[src/rtl/pix_unpack_pkg.sv]
package pix_unpack_pkg;
  localparam int WORD_W     = 32;
  localparam int COMP_W     = 8;
  localparam int FMT_W      = 3;
  localparam int SEL_W      = 4;
  localparam int WORD_BYTES = WORD_W / 8;

  localparam logic [FMT_W-1:0] FMT_P16  = 3'd0;
  localparam logic [FMT_W-1:0] FMT_P24  = 3'd1;
  localparam logic [FMT_W-1:0] FMT_P32A = 3'd2;
  localparam logic [FMT_W-1:0] FMT_P32B = 3'd3;
  localparam logic [FMT_W-1:0] FMT_UYVY = 3'd4;
  localparam logic [FMT_W-1:0] FMT_YUYV = 3'd5;
  localparam logic [SEL_W-1:0] MTX_BT601 = 4'd6;

  typedef struct packed {
    logic [COMP_W-1:0] r;
    logic [COMP_W-1:0] g;
    logic [COMP_W-1:0] b;
    logic [COMP_W-1:0] a;
  } pix_t;

  function automatic logic is_yuv(input logic [FMT_W-1:0] f);
    return (f == FMT_UYVY) || (f == FMT_YUYV);
  endfunction

  // bytes a pixel occupies before it can be emitted
  function automatic logic [3:0] need_bytes(input logic [FMT_W-1:0] f);
    case (f)
      FMT_P24:                               return 4'd3;
      FMT_P32A, FMT_P32B, FMT_UYVY, FMT_YUYV: return 4'd4;
      default:                               return 4'd2;
    endcase
  endfunction
endpackage

[src/rtl/pix_byte_buf.sv]
module pix_byte_buf
  import pix_unpack_pkg::*;
(
  input  logic              clk_i,
  input  logic              rst_ni,
  input  logic [FMT_W-1:0]  fmt_i,
  input  logic              word_valid_i,
  input  logic [WORD_W-1:0] word_i,
  output logic              word_ready_o,
  input  logic              take_i,
  output logic              avail_o,
  output logic [WORD_W-1:0] bytes_o,
  output logic              phase_o
);
  localparam int BUF_W = 2 * WORD_W;
  localparam int CNT_W = $clog2(2 * WORD_BYTES + 1);
  localparam logic [CNT_W-1:0] WB = CNT_W'(WORD_BYTES);

  logic [BUF_W-1:0] buf_q, buf_d;
  logic [CNT_W-1:0] cnt_q, cnt_d, cons, rem, need;
  logic             phase_q, phase_d, push, pop;

  assign need         = CNT_W'(need_bytes(fmt_i));
  assign avail_o      = cnt_q >= need;
  assign word_ready_o = cnt_q <= WB;
  assign push         = word_valid_i && word_ready_o;
  assign pop          = take_i && avail_o;
  assign bytes_o      = buf_q[WORD_W-1:0];
  assign phase_o      = phase_q;

  always_comb begin
    cons    = '0;
    phase_d = phase_q;
    if (pop) begin
      if (is_yuv(fmt_i)) begin
        // first pixel of a 4:2:2 pair keeps the word
        cons    = phase_q ? need : '0;
        phase_d = ~phase_q;
      end else begin
        cons = need;
      end
    end
    rem   = cnt_q - cons;
    buf_d = buf_q >> {cons, 3'b000};
    if (push) buf_d = buf_d | ({{WORD_W{1'b0}}, word_i} << {rem, 3'b000});
    cnt_d = rem + (push ? WB : '0);
  end

  always_ff @(posedge clk_i or negedge rst_ni) begin
    if (!rst_ni) begin
      buf_q   <= '0;
      cnt_q   <= '0;
      phase_q <= 1'b0;
    end else begin
      buf_q   <= buf_d;
      cnt_q   <= cnt_d;
      phase_q <= phase_d;
    end
  end
endmodule

[src/rtl/pix_fmt_decode.sv]
module pix_fmt_decode
  import pix_unpack_pkg::*;
(
  input  logic [FMT_W-1:0]  fmt_i,
  input  logic              swap_i,
  input  logic              phase_i,
  input  logic [WORD_W-1:0] bytes_i,
  output pix_t              pix_o,
  output logic [COMP_W-1:0] y_o,
  output logic [COMP_W-1:0] u_o,
  output logic [COMP_W-1:0] v_o
);
  logic [COMP_W-1:0] b0, b1, b2, b3, cr, cb, uu, vv;
  logic [4:0] r5, bl5;

  assign {b3, b2, b1, b0} = bytes_i;

  always_comb begin
    pix_o = '{r: 8'h00, g: 8'h00, b: 8'h00, a: 8'hFF};
    uu = '0; vv = '0; y_o = '0;
    r5 = '0; bl5 = '0; cr = '0; cb = '0;
    case (fmt_i)
      FMT_P24: begin
        cr = b2; cb = b0; pix_o.g = b1;
      end
      FMT_P32A: begin
        cr = b3; pix_o.g = b2; cb = b1; pix_o.a = b0;
      end
      FMT_P32B: begin
        pix_o.a = b3; cr = b2; pix_o.g = b1; cb = b0;
      end
      FMT_UYVY: begin
        uu = b0; vv = b2; y_o = phase_i ? b3 : b1;
      end
      FMT_YUYV: begin
        uu = b1; vv = b3; y_o = phase_i ? b2 : b0;
      end
      default: begin
        r5  = b1[7:3];
        bl5 = b0[4:0];
        pix_o.g = {b1[2:0], b0[7:5], b1[2:1]};
        cr = {r5, r5[4:2]};
        cb = {bl5, bl5[4:2]};
      end
    endcase
    if (swap_i) begin
      pix_o.r = cb; pix_o.b = cr;
      u_o = vv; v_o = uu;
    end else begin
      pix_o.r = cr; pix_o.b = cb;
      u_o = uu; v_o = vv;
    end
    if (is_yuv(fmt_i)) begin
      pix_o.r = v_o; pix_o.g = y_o; pix_o.b = u_o;
    end
  end
endmodule

[src/rtl/pix_yuv_mtx.sv]
module pix_yuv_mtx
  import pix_unpack_pkg::*;
(
  input  logic [COMP_W-1:0] y_i,
  input  logic [COMP_W-1:0] u_i,
  input  logic [COMP_W-1:0] v_i,
  output pix_t              pix_o
);
  localparam int ACC_W = 20;

  function automatic logic [COMP_W-1:0] clamp(input logic signed [ACC_W-1:0] x);
    logic signed [ACC_W-1:0] s;
    s = x >>> 8;
    if (s < 0)                  return '0;
    else if (s > ACC_W'(255))   return '1;
    else                        return s[COMP_W-1:0];
  endfunction

  logic signed [ACC_W-1:0] c, d, e, rs, gs, bs;

  always_comb begin
    c  = $signed({{(ACC_W-COMP_W){1'b0}}, y_i}) - 20'sd16;
    d  = $signed({{(ACC_W-COMP_W){1'b0}}, u_i}) - 20'sd128;
    e  = $signed({{(ACC_W-COMP_W){1'b0}}, v_i}) - 20'sd128;
    rs = 20'sd298 * c + 20'sd409 * e + 20'sd128;
    gs = 20'sd298 * c - 20'sd100 * d - 20'sd208 * e + 20'sd128;
    bs = 20'sd298 * c + 20'sd516 * d + 20'sd128;
    pix_o.r = clamp(rs);
    pix_o.g = clamp(gs);
    pix_o.b = clamp(bs);
    pix_o.a = '1;
  end
endmodule

[src/rtl/pix_unpack.sv]
module pix_unpack
  import pix_unpack_pkg::*;
(
  input  logic              clk_i,
  input  logic              rst_ni,
  input  logic [2:0]        fmt_i,
  input  logic              swap_i,
  input  logic              mtx_en_i,
  input  logic [3:0]        mtx_sel_i,
  input  logic              word_valid_i,
  input  logic [31:0]       word_i,
  output logic              word_ready_o,
  output logic              pix_valid_o,
  input  logic              pix_ready_i,
  output logic [7:0]        pix_r_o,
  output logic [7:0]        pix_g_o,
  output logic [7:0]        pix_b_o,
  output logic [7:0]        pix_a_o
);
  logic              load, avail, phase, use_mtx;
  logic [WORD_W-1:0] bytes;
  logic [COMP_W-1:0] y, u, v;
  pix_t              dec_pix, mtx_pix, pix_q;
  logic              valid_q;

  assign load = !valid_q || pix_ready_i;

  pix_byte_buf u_buf (
    .clk_i, .rst_ni, .fmt_i, .word_valid_i, .word_i, .word_ready_o,
    .take_i(load), .avail_o(avail), .bytes_o(bytes), .phase_o(phase)
  );

  pix_fmt_decode u_dec (
    .fmt_i, .swap_i, .phase_i(phase), .bytes_i(bytes),
    .pix_o(dec_pix), .y_o(y), .u_o(u), .v_o(v)
  );

  pix_yuv_mtx u_mtx (.y_i(y), .u_i(u), .v_i(v), .pix_o(mtx_pix));

  assign use_mtx = is_yuv(fmt_i) && mtx_en_i && (mtx_sel_i == MTX_BT601);

  always_ff @(posedge clk_i or negedge rst_ni) begin
    if (!rst_ni) begin
      valid_q <= 1'b0;
      pix_q   <= '0;
    end else if (load) begin
      valid_q <= avail;
      if (avail) pix_q <= use_mtx ? mtx_pix : dec_pix;
    end
  end

  assign pix_valid_o = valid_q;
  assign pix_r_o     = pix_q.r;
  assign pix_g_o     = pix_q.g;
  assign pix_b_o     = pix_q.b;
  assign pix_a_o     = pix_q.a;
endmodule

[config.mk]
export PLATFORM = sky130hd
export DESIGN_NAME = pix_unpack
export DESIGN_NICKNAME = d
export VERILOG_FILES = /design/src/rtl/pix_unpack_pkg.sv /design/src/rtl/pix_byte_buf.sv /design/src/rtl/pix_fmt_decode.sv /design/src/rtl/pix_yuv_mtx.sv /design/src/rtl/pix_unpack.sv
export SDC_FILE = /design/constraint.sdc
export NUM_CORES = 1
export LEC_CHECK = 0
export BUFFER_PORTS_ARGS = -buffer_cell sky130_fd_sc_hd__buf_4
export CAP_MARGIN = 20
export CORE_MARGIN = 1.5
export CORE_UTILIZATION = 65
export CTS_CLUSTER_SIZE = 30
export DETAILED_ROUTE_END_ITERATION = 10
export PLACE_DENSITY = 0.95
export SLEW_MARGIN = 10
export SYNTH_ARGS = -nofsm -noshare
export SYNTH_HDL_FRONTEND = slang
export SYNTH_SLANG_ARGS = --single-unit
[constraint.sdc]
create_clock -name clk_i -period 14 [get_ports clk_i]
set_input_delay 0.7 -clock clk_i [delete_from_list [all_inputs] [get_ports clk_i]]
set_output_delay 0.7 -clock clk_i [all_outputs]
set_load 0.005 [all_outputs]
* Yosys cells after proc, flatten, opt, wreduce, memory -nomap -nowiden
Cells that the tools add are included.
** Storage, ports and cells
- Output and inout bits :: 34
- Input bits :: 45
- Flip-flop bits (word level) :: 102
** Operators by class
- Reduce and logical (&&, ||, !) cells :: 12
- Muxes and demuxes :: 27
- $lt $le $gt $ge :: 8
- Multiply operators :: 5
- Eq/ne operators :: 6
- Bitwise operators :: 2
- Shift operators :: 2
- $add $sub $neg :: 12
** Operators with widths (count)
- 2-to-1 mux 8 bit :: 12
- case mux 8 bit (3 select lines) :: 3
- 2-to-1 mux 64 bit :: 1
- OR 64 bit :: 1
- case mux 8 bit (2 select lines) :: 4
- << shifter 32 x 7 -> 64 bit :: 1
- right shift 64 x 7 -> 64 bit :: 1
- adder 20 x 9 -> 20 bit, second input constant :: 3
- adder 20 bit :: 2
- subtractor 20 bit :: 2
- > comparator 12 x 9 -> 1 bit, second input constant :: 3
- less-than comparator 12 x 1 -> 1 bit, second input constant :: 3
- 2-to-1 mux 32 bit :: 1
- 2-to-1 mux 24 bit :: 1
- multiplier 10 x 20 -> 20 bit, first input constant :: 1
- multiplier 5 x 20 -> 16 bit, first input constant :: 1
- multiplier 6 x 20 -> 18 bit, first input constant :: 1
- multiplier 9 x 20 -> 18 bit, first input constant :: 1
- multiplier 9 x 20 -> 19 bit, first input constant :: 1
- subtractor 8 x 8 -> 9 bit, second input constant :: 2
- subtractor 8 x 5 -> 9 bit, second input constant :: 1
- 2-to-1 mux 4 bit :: 2
- equality test 3 x 2 -> 1 bit, second input constant :: 2
- equality test 3 bit, second input constant :: 2
- other kinds (15) :: 22

* Longest topological paths before layout
Gate-level depths: netlist (run 1).
- Depth in word-level cells :: 12
- Depth in mapped cells :: 35

* Modules after synthesis
A second synthesis (run 1) with hierarchy kept.
** Unflattened totals
- Cells, all modules :: 1921
- Area total of the unflattened synthesis :: 16423.3 um^2
** Modules (own cells, without submodules)
- pix_yuv_mtx :: times used 1, cells an instance 836, area each 7243.2 um^2
- pix_byte_buf :: times used 1, cells an instance 575, area each 5066.1 um^2
- pix_fmt_decode :: times used 1, cells an instance 313, area each 2306.0 um^2
- pix_unpack :: times used 1, cells an instance 197, area each 1808.0 um^2

* Least setup slack after synthesis (run 1)
No wires, ideal clock.
- Path kind :: input -> register
- From :: in fmt_i[2]
- To :: reg pix_q (netlist bit pix_g_o[1])
- Library setup time :: 0.129 ns
- Cell stages on the path :: 34
- Required time :: 13.871 ns
- Arrival :: 7.950 ns
- Slack :: 5.921 ns
- Cell sequence :: nor2b_1 -> clkbuf_1 -> clkbuf_1 -> nand2_1 -> ha_1 -> nand2_1 -> buf_2 -> inv_1 -> ha_1 -> ha_1 -> inv_1 -> fa_1 -> fa_1 -> inv_1 -> ha_1 -> o21ai_0 -> a21boi_0 -> o21ai_0 -> a21boi_0 -> o21a_1 -> o2111a_1 -> a211oi_1 -> nand2_1 -> fa_1 -> inv_1 -> ha_1 -> ha_1 -> or2_2 -> a211oi_1 -> nor3_1 -> or3_1 -> a32o_1 -> nor2_1 -> o22ai_1
** Between the ends
- Word-level cells in the longest chain between the ends :: 12
- Elaborated cells between the ends (all ways) :: 35
- Classes of those cells :: add/sub (6); mul (3); order compare (3); eq/ne (5); mux (11); reduce/logical (7)
** Ends and longest elaborated chain
- from (decl) :: line pix_unpack.sv:6 : input logic [2:0] fmt_i,
- equality test 3 bit :: line pix_unpack_pkg.sv:24, pix_unpack_pkg.sv:29, pix_fmt_decode.sv:22
- case mux 8 bit (2 select lines) :: line pix_fmt_decode.sv:22 : case (fmt_i)
- 2-to-1 mux 8 bit :: line pix_fmt_decode.sv:46 : if (swap_i) begin
- subtractor 8 x 8 -> 9 bit :: line pix_yuv_mtx.sv:23 : d = $signed({{(ACC_W-COMP_W){1'b0}}, u_i}) - 20'sd128;
- multiplier 6 x 20 -> 18 bit :: line pix_yuv_mtx.sv:26 : gs = 20'sd298 * c - 20'sd100 * d - 20'sd208 * e + 20'sd128;
- subtractor 20 bit (2 in series) :: line pix_yuv_mtx.sv:26
- adder 20 x 9 -> 20 bit :: line pix_yuv_mtx.sv:26
- > comparator 12 x 9 -> 1 bit :: line pix_yuv_mtx.sv:15 : else if (s > ACC_W'(255)) return '1;
- 2-to-1 mux 8 bit :: line pix_yuv_mtx.sv:15
- 2-to-1 mux 8 bit :: line pix_yuv_mtx.sv:14 : if (s < 0) return '0;
- 2-to-1 mux 32 bit :: line pix_unpack.sv:48 : if (avail) pix_q <= use_mtx ? mtx_pix : dec_pix;
- to (signal assigned) :: line pix_unpack.sv:48
- to (decl) :: line pix_unpack.sv:23 : pix_t dec_pix, mtx_pix, pix_q;
Parallel ways exist; a longest one is shown, timed or not.
A chain may end at the register's enable or synchronous reset.

* Worst setup path after layout (run 1)
- From :: in fmt_i[0]
- To :: reg pix_q (netlist bit pix_r_o[1])
** Between the ends
- Word-level cells in the longest chain between the ends :: 11
- Elaborated cells between the ends (all ways) :: 33
- Classes of those cells :: add/sub (4); mul (2); order compare (3); eq/ne (5); mux (12); reduce/logical (7)
** Ends and longest elaborated chain
- equality test 3 bit :: line pix_unpack_pkg.sv:24, pix_unpack_pkg.sv:29, pix_fmt_decode.sv:22
- case mux 8 bit (2 select lines) :: line pix_fmt_decode.sv:22
- 2-to-1 mux 8 bit :: line pix_fmt_decode.sv:46
- subtractor 8 x 8 -> 9 bit :: line pix_yuv_mtx.sv:24 : e = $signed({{(ACC_W-COMP_W){1'b0}}, v_i}) - 20'sd128;
- multiplier 10 x 20 -> 20 bit :: line pix_yuv_mtx.sv:25 : rs = 20'sd298 * c + 20'sd409 * e + 20'sd128;
- adder 20 bit :: line pix_yuv_mtx.sv:25
- adder 20 x 9 -> 20 bit :: line pix_yuv_mtx.sv:25
- > comparator 12 x 9 -> 1 bit :: line pix_yuv_mtx.sv:15
- 2-to-1 mux 8 bit :: line pix_yuv_mtx.sv:15
- 2-to-1 mux 8 bit :: line pix_yuv_mtx.sv:14
- 2-to-1 mux 32 bit :: line pix_unpack.sv:48
Parallel ways exist; a longest one is shown, timed or not.

==> flow_metrics.tcl, run 1 <==
set metrics [dict create \
    synth_warnings 0 \
    cts_tree "done" \
    hold_viol_final 0 \
    worstSetupEndpointType "flip-flop" \
    r2r_cells 30 \
    status "finished clean" \
    drive_gt1_share_pct 10.1 \
    rr_endpoint "pix_r_o[1]" \
    cts_setup_buffers 0 \
    r2r-start "u_buf.phase_o" \
    syn_nets 2048 \
    crit_family "adder cells" \
    layout_commonest_cell "ha_1" \
    grt_pass1_wl_um 68200 \
    syn_to_final_growth_pct 7.74 \
    dieArea_um2 23200 \
    grt_start_max_net_pins 72 \
    rrSetupSlack_ns 5.24 \
    post_drt_wl_per_cell_um 20.8 \
    mostFrequentLayoutCells "ha_1 (235), nand2_1 (197), inv_1 (152)" \
    placementRows 54 \
    fp.dieW_um 152 \
    diodes 0 \
    maxSlewViolCount 0 \
    viasPerCell 6.66 \
    crit_slowest_cell "mux4_2" \
    rsz0062_at_grt "no" \
    drt_iter0_drc 1302 \
    startpoint "fmt_i[0]" \
    numCtsBuffers 9 \
    syn_inst 1704 \
    post_cts_resized 0 \
    ys.flop_type "dfrtp_1" \
    postCtsHoldBufs 0 \
    ys_ff_latch 102 \
    crit_type "in -> reg" \
    routed_wl_um 42100 \
    finalCritPeriodShare_pct 65.3 \
    slew_headroom_pct 24.3 \
    clk-insertion-delay-late_ns 0.37 \
    gp_congestion 0.958 \
    drc 0 \
    async_flop_share_pct 100 \
    io_buffers 78 \
    clk_pin_slew_ns 0.08 \
    setup_tns_ns 0 \
    maxCapViolCount 0 \
    design.portCount 79 \
    first_pass_iters 7 \
    fin_skew_ns 0.0126 \
    nNetsFinal 2080 \
    start_util_pct 66.3 \
    grtUsageTotal_pct 36.3 \
    min_path_type "in -> async" \
    period_needed_ns 9.14 \
    netlist-cell-type-count 73 \
    startpoint_type "primary input" \
    hpwl_um 32900 \
    clockBufferDepth 2 \
    synth.cell_area_um2 14500 \
    cts_htree_levels 3 \
    cp.buffers_inverters 6 \
    cp_max_fo 59 \
    cts.sinks 102 \
    syn_area_per_cell_um2 8.49 \
    crit_arrival_ns 9.37 \
    die_h_um 152 \
    antenna_found_initial 0 \
    critPathMaxStageDelay_ns 0.57 \
    crit_top_cell "ha_1" \
    vias 13457 \
    worst_pin_slew_ns 1.13 \
    cp_data_required_time_ns 14.24 \
    max_freq_mhz 109 \
    root_buffer "clkbuf_16" \
    fp.coreArea_um2 21800 \
    first_global_vias 13344 \
    antenna_left 0 \
    synth_edf_count 0 \
    gr-total-overflow 0 \
    setup_viol 0 \
    ys_seq_area_share_pct 17.6 \
]
[layer usage]
metal | up-vias | wire, um | global-route usage [%]
met1 | 6367 | 16000 | 43.5
met5 | - | 0 | 0
met3 | 180 | 3210 | 5.63
li1 | 6174 | - | -
met2 | 736 | 19600 | 59.7
met4 | 0 | 3290 | 25.9
[worst reg2reg max path, delay by kind of cell, from the launching register on]
| family | cells | cell delay, ns |
|---|---|---|
| flops | 1 | 0.66 |
| buf+inv | 5 | 0.60 |
| fa+ha+maj | 10 | 3.67 |
| xor+xnor | 1 | 0.45 |
| simple gates | 3 | 0.85 |
| mux | 1 | 0.38 |
| compound gates | 10 | 2.04 |
[sequential cells by signal, summed over array words and instances, names as in the netlist]
name	flops
u_buf.buf_q	64
pix_a_o	8
pix_b_o	8
pix_g_o	8
pix_r_o	8
u_buf.cnt_q	4
pix_valid_o	1
u_buf.phase_o	1
[logic make-up (layout without fill, tap and decap cells)]
| group | count (synthesis) | count (layout) | share of synthesized area, % |
|---|---|---|---|
| simple gates | 459 | 459 | 14.0 |
| flops | 102 | 102 | 17.6 |
| xor+xnor | 71 | 71 | 4.44 |
| compound gates | 442 | 442 | 20.4 |
| buf+inv | 235 | 272 | 6.23 |
| fa+ha+maj | 299 | 299 | 29.2 |
| mux | 96 | 96 | 8.08 |
[cell usage after synthesis (all sizes together), types with 28 or more instances]
cell,number,share of area (%)
nor3,34,1.2
dfrtp,102,18
ha,235,20
o21ai,90,3.2
o211ai,28,1.5
clkbuf,56,1.5
nand3,33,1.1
a22oi,35,1.8
nor2,119,3.1
mux2i,55,3.8
xnor2,46,2.8
inv,155,4.0
a21oi,100,3.5
nand2,198,5.2
fa,64,8.9
[worst max path at each step]
stage                     cells after the start    endpoint
after floorplan                              34  pix_g_o[1]
after detailed placement                     30  pix_r_o[1]
after global placement                       30  pix_r_o[1]
after CTS                                    30  pix_r_o[1]
final                                        31  pix_r_o[1]
after global routing                         30  pix_r_o[1]
[final cells by class]
cell class | count | area, um^2
Fill cell | 1631 | 6230
Clock inverter | 6 | 77.6
Clock buffer | 10 | 239
Multi-Input combinational cell | 1367 | 11000
Timing Repair Buffer | 98 | 756
Inverter | 158 | 593
Sequential cell | 102 | 2550
Tap cell | 280 | 350
[through the flow]
step | cells | cell area, um^2 | hold WS (ns) | worst slack (ns) | util, %
global route | 2021 | 15600 | 0.306 | 4.43 | 71.4
detailed placement | 2004 | 15200 | 0.490 | 4.71 | 69.9
global placement | 2004 | 15200 | 0.475 | 5.10 | 69.9
floorplan | 1704 | 14500 | 0.404 | 5.92 | -
finish | 2021 | 15600 | 0.277 | 4.86 | 71.4
CTS | 2020 | 15600 | 0.291 | 5.06 | 71.3
Power of run 1 is not shown: default switching activity piles up to over one toggle a cycle in this logic, so the estimate is an artifact.
==> inputs of run 2 (changes only) <==
- ABC_AREA: default -> 1
- CORE_UTILIZATION: 65 -> 58
- PLACE_DENSITY: 0.95 -> 0.9
- clock period: 14 -> 7.52 ns (I/O delays scaled with it)
==> run 2 against run 1 <==
  * Clock skew is 0.0049 ns higher
  * Critical path depth is 6 higher
  * Die area rose by 18%
  * Register-to-register slack got worse by 5.0 ns
  * Flip-flop and latch count stayed put
  * Final area increased by 11%
  * Critical path type is now reg -> reg
  * Highest routed layer unchanged
==> flow_metrics.tcl, run 2 <==
set metrics [dict create \
    clk_pin_slew_ns 0.08 \
    antenna_found_initial 0 \
    vias 15453 \
    viasPerCell 6.02 \
    cts_tree "done" \
    grt_pass1_wl_um 73000 \
    clockBufferDepth 2 \
    maxSlewViolCount 0 \
    post-route-cell-area_um2 17300 \
    drive_gt1_share_pct 13.0 \
    post_drt_wl_per_cell_um 18.2 \
    yosysMostFrequentCell "nand2_1" \
    grtUsageTotal_pct 33.9 \
    largest_reg_flops 64 \
    yosysTopAreaCell "ha_1" \
    synth_area_leaders "ha_1 (19%), dfrtp_1 (17%), nand2_1 (11%)" \
    dieArea_um2 27300 \
    hold_viol_final 0 \
    rsz0062_at_grt "yes" \
    nNetsFinal 2570 \
    drt_iter0_drc 1224 \
    syn_inst 2139 \
    setup_tns_ns 0 \
    syn_area_per_cell_um2 7.14 \
    rrSetupSlack_ns 0.27 \
    syn_to_final_growth_pct 13.4 \
    fp.coreArea_um2 25900 \
    layout_commonest_cell "nand2_1" \
    startpoint_type "flip-flop" \
    ys_top_cells_by_count "nand2_1 (443), inv_1 (293), ha_1 (235), o21ai_0 (151), a21oi_1 (127)" \
    crit_type "reg -> reg" \
    period_needed_ns 7.25 \
    cp_data_required_time_ns 7.80 \
    diodes 0 \
    dp_cells 2539 \
    stdcell_count 2566 \
    worstSetupEndpointType "flip-flop" \
    design.portCount 79 \
    cp_max_fo 8 \
    placementRows 59 \
    crit_slowest_cell "fa_1" \
    finalCritPeriodShare_pct 96.4 \
    root_buffer "clkbuf_16" \
    routed_wl_um 46700 \
    status "finished clean" \
    cts_htree_levels 3 \
    synth_warnings 0 \
    fp.dieW_um 165 \
    fin_skew_ns 0.0175 \
    async_flop_share_pct 100 \
    crit_arrival_ns 7.53 \
    yosysTopAreaCellShare_pct 19.3 \
    hpwl_um 37000 \
    netlist-cell-type-count 54 \
    dpl-instance-area_um2 16500 \
    critPathMaxStageDelay_ns 0.54 \
    max_flop_register "u_buf.buf_q" \
    ys_seq_area_share_pct 16.7 \
    syn_nets 2483 \
    worst_pin_slew_ns 1.04 \
    synth_edf_count 0 \
    antenna_left 0 \
    drc 0 \
    maxCapViolCount 0 \
    gp_congestion 0.990 \
    die_h_um 165 \
    cts.sinks 102 \
    synth.cell_area_um2 15300 \
    start_util_pct 58.9 \
    grt_start_max_net_pins 80 \
    setup_viol 0 \
    first_pass_iters 6 \
    ys_ff_latch 102 \
    clk-insertion-delay-late_ns 0.37 \
    numCtsBuffers 9 \
    max_freq_mhz 138 \
    slew_headroom_pct 30.4 \
    io_buffers 78 \
    gr-total-overflow 0 \
    crit_top_cell "inv_1" \
    min_path_type "in -> reg" \
    ys.flop_type "dfrtp_1" \
    first_global_vias 14456 \
    mostFrequentLayoutCells "nand2_1 (431), inv_1 (287), ha_1 (222)" \
]
-- run 2: path summary, 6_finish.rpt --
kind,from,end,cells after the start
worst max-delay path,u_buf.phase_o,pix_r_o[6],37
worst max register to register,u_buf.phase_o,pix_r_o[6],37
min in group asynchronous,rst_ni,u_buf.cnt_q[1],2
worst min-delay path,pix_ready_i,pix_valid_o,4
worst min register to register,pix_a_o[2],pix_a_o[2],2
max in group asynchronous,rst_ni,u_buf.buf_q[14],3
-- run 2: area by class of cell --
cell class | instances | area [um^2]
sequential | 102 | 2550
tap | 335 | 419
multi-input combinational | 1645 | 11600
inverter | 306 | 1150
fill | 2179 | 8610
clock buffer | 9 | 225
timing repair buffer | 162 | 1240
clock inverter | 7 | 78.8
-- run 2: repair_timing --
item	in CTS	in global routing
buffers inserted	0	10
gates resized for setup	7	80
endpoints found under the setup margin	16	24
pin swaps	0	26
hold buffers	1	0
endpoints found under the hold margin	11	0
-- run 2: per-stage QoR --
step	setup WS (ns)	hold slack (ns)	util, %
6_report	0.273	0.272	66.8
5_1_grt	-0.0741	0.287	66.8
4_1_cts	0.00971	0.274	65.0
3_5_place_dp	-0.150	0.375	63.7
3_3_place_gp	-0.0652	0.369	63.7
2_1_floorplan	0.121	0.0804	-
-- run 2: worst max-delay path, delay by kind of cell, from the launching register on --
| family | cells | cell delay (ns) |
|---|---|---|
| fa+ha+maj | 10 | 3.41 |
| compound gates | 8 | 1.33 |
| simple gates | 10 | 1.08 |
| buf+inv | 8 | 0.77 |
| flops | 1 | 0.41 |
| xor+xnor | 1 | 0.14 |
-- run 2: layer usage --
metal	GRT usage [%]	vias up	routed length [um]
li1	-	7442	-
met1	41.6	7187	18700
met2	58.5	660	22500
met3	3.47	164	2680
met4	18.1	0	2870
met5	0	-	0
-- run 2: cells by family (layout without fill, tap and decap cells) --
group	after synthesis	in the layout	synth area share, %
simple gates	759	759	21.3
compound gates	515	515	20.4
buf+inv	392	484	9.76
fa+ha+maj	299	299	27.7
flops	102	102	16.7
xor+xnor	71	71	4.07
mux	1	1	0.0656
Power of run 2 is left out for the same reason.
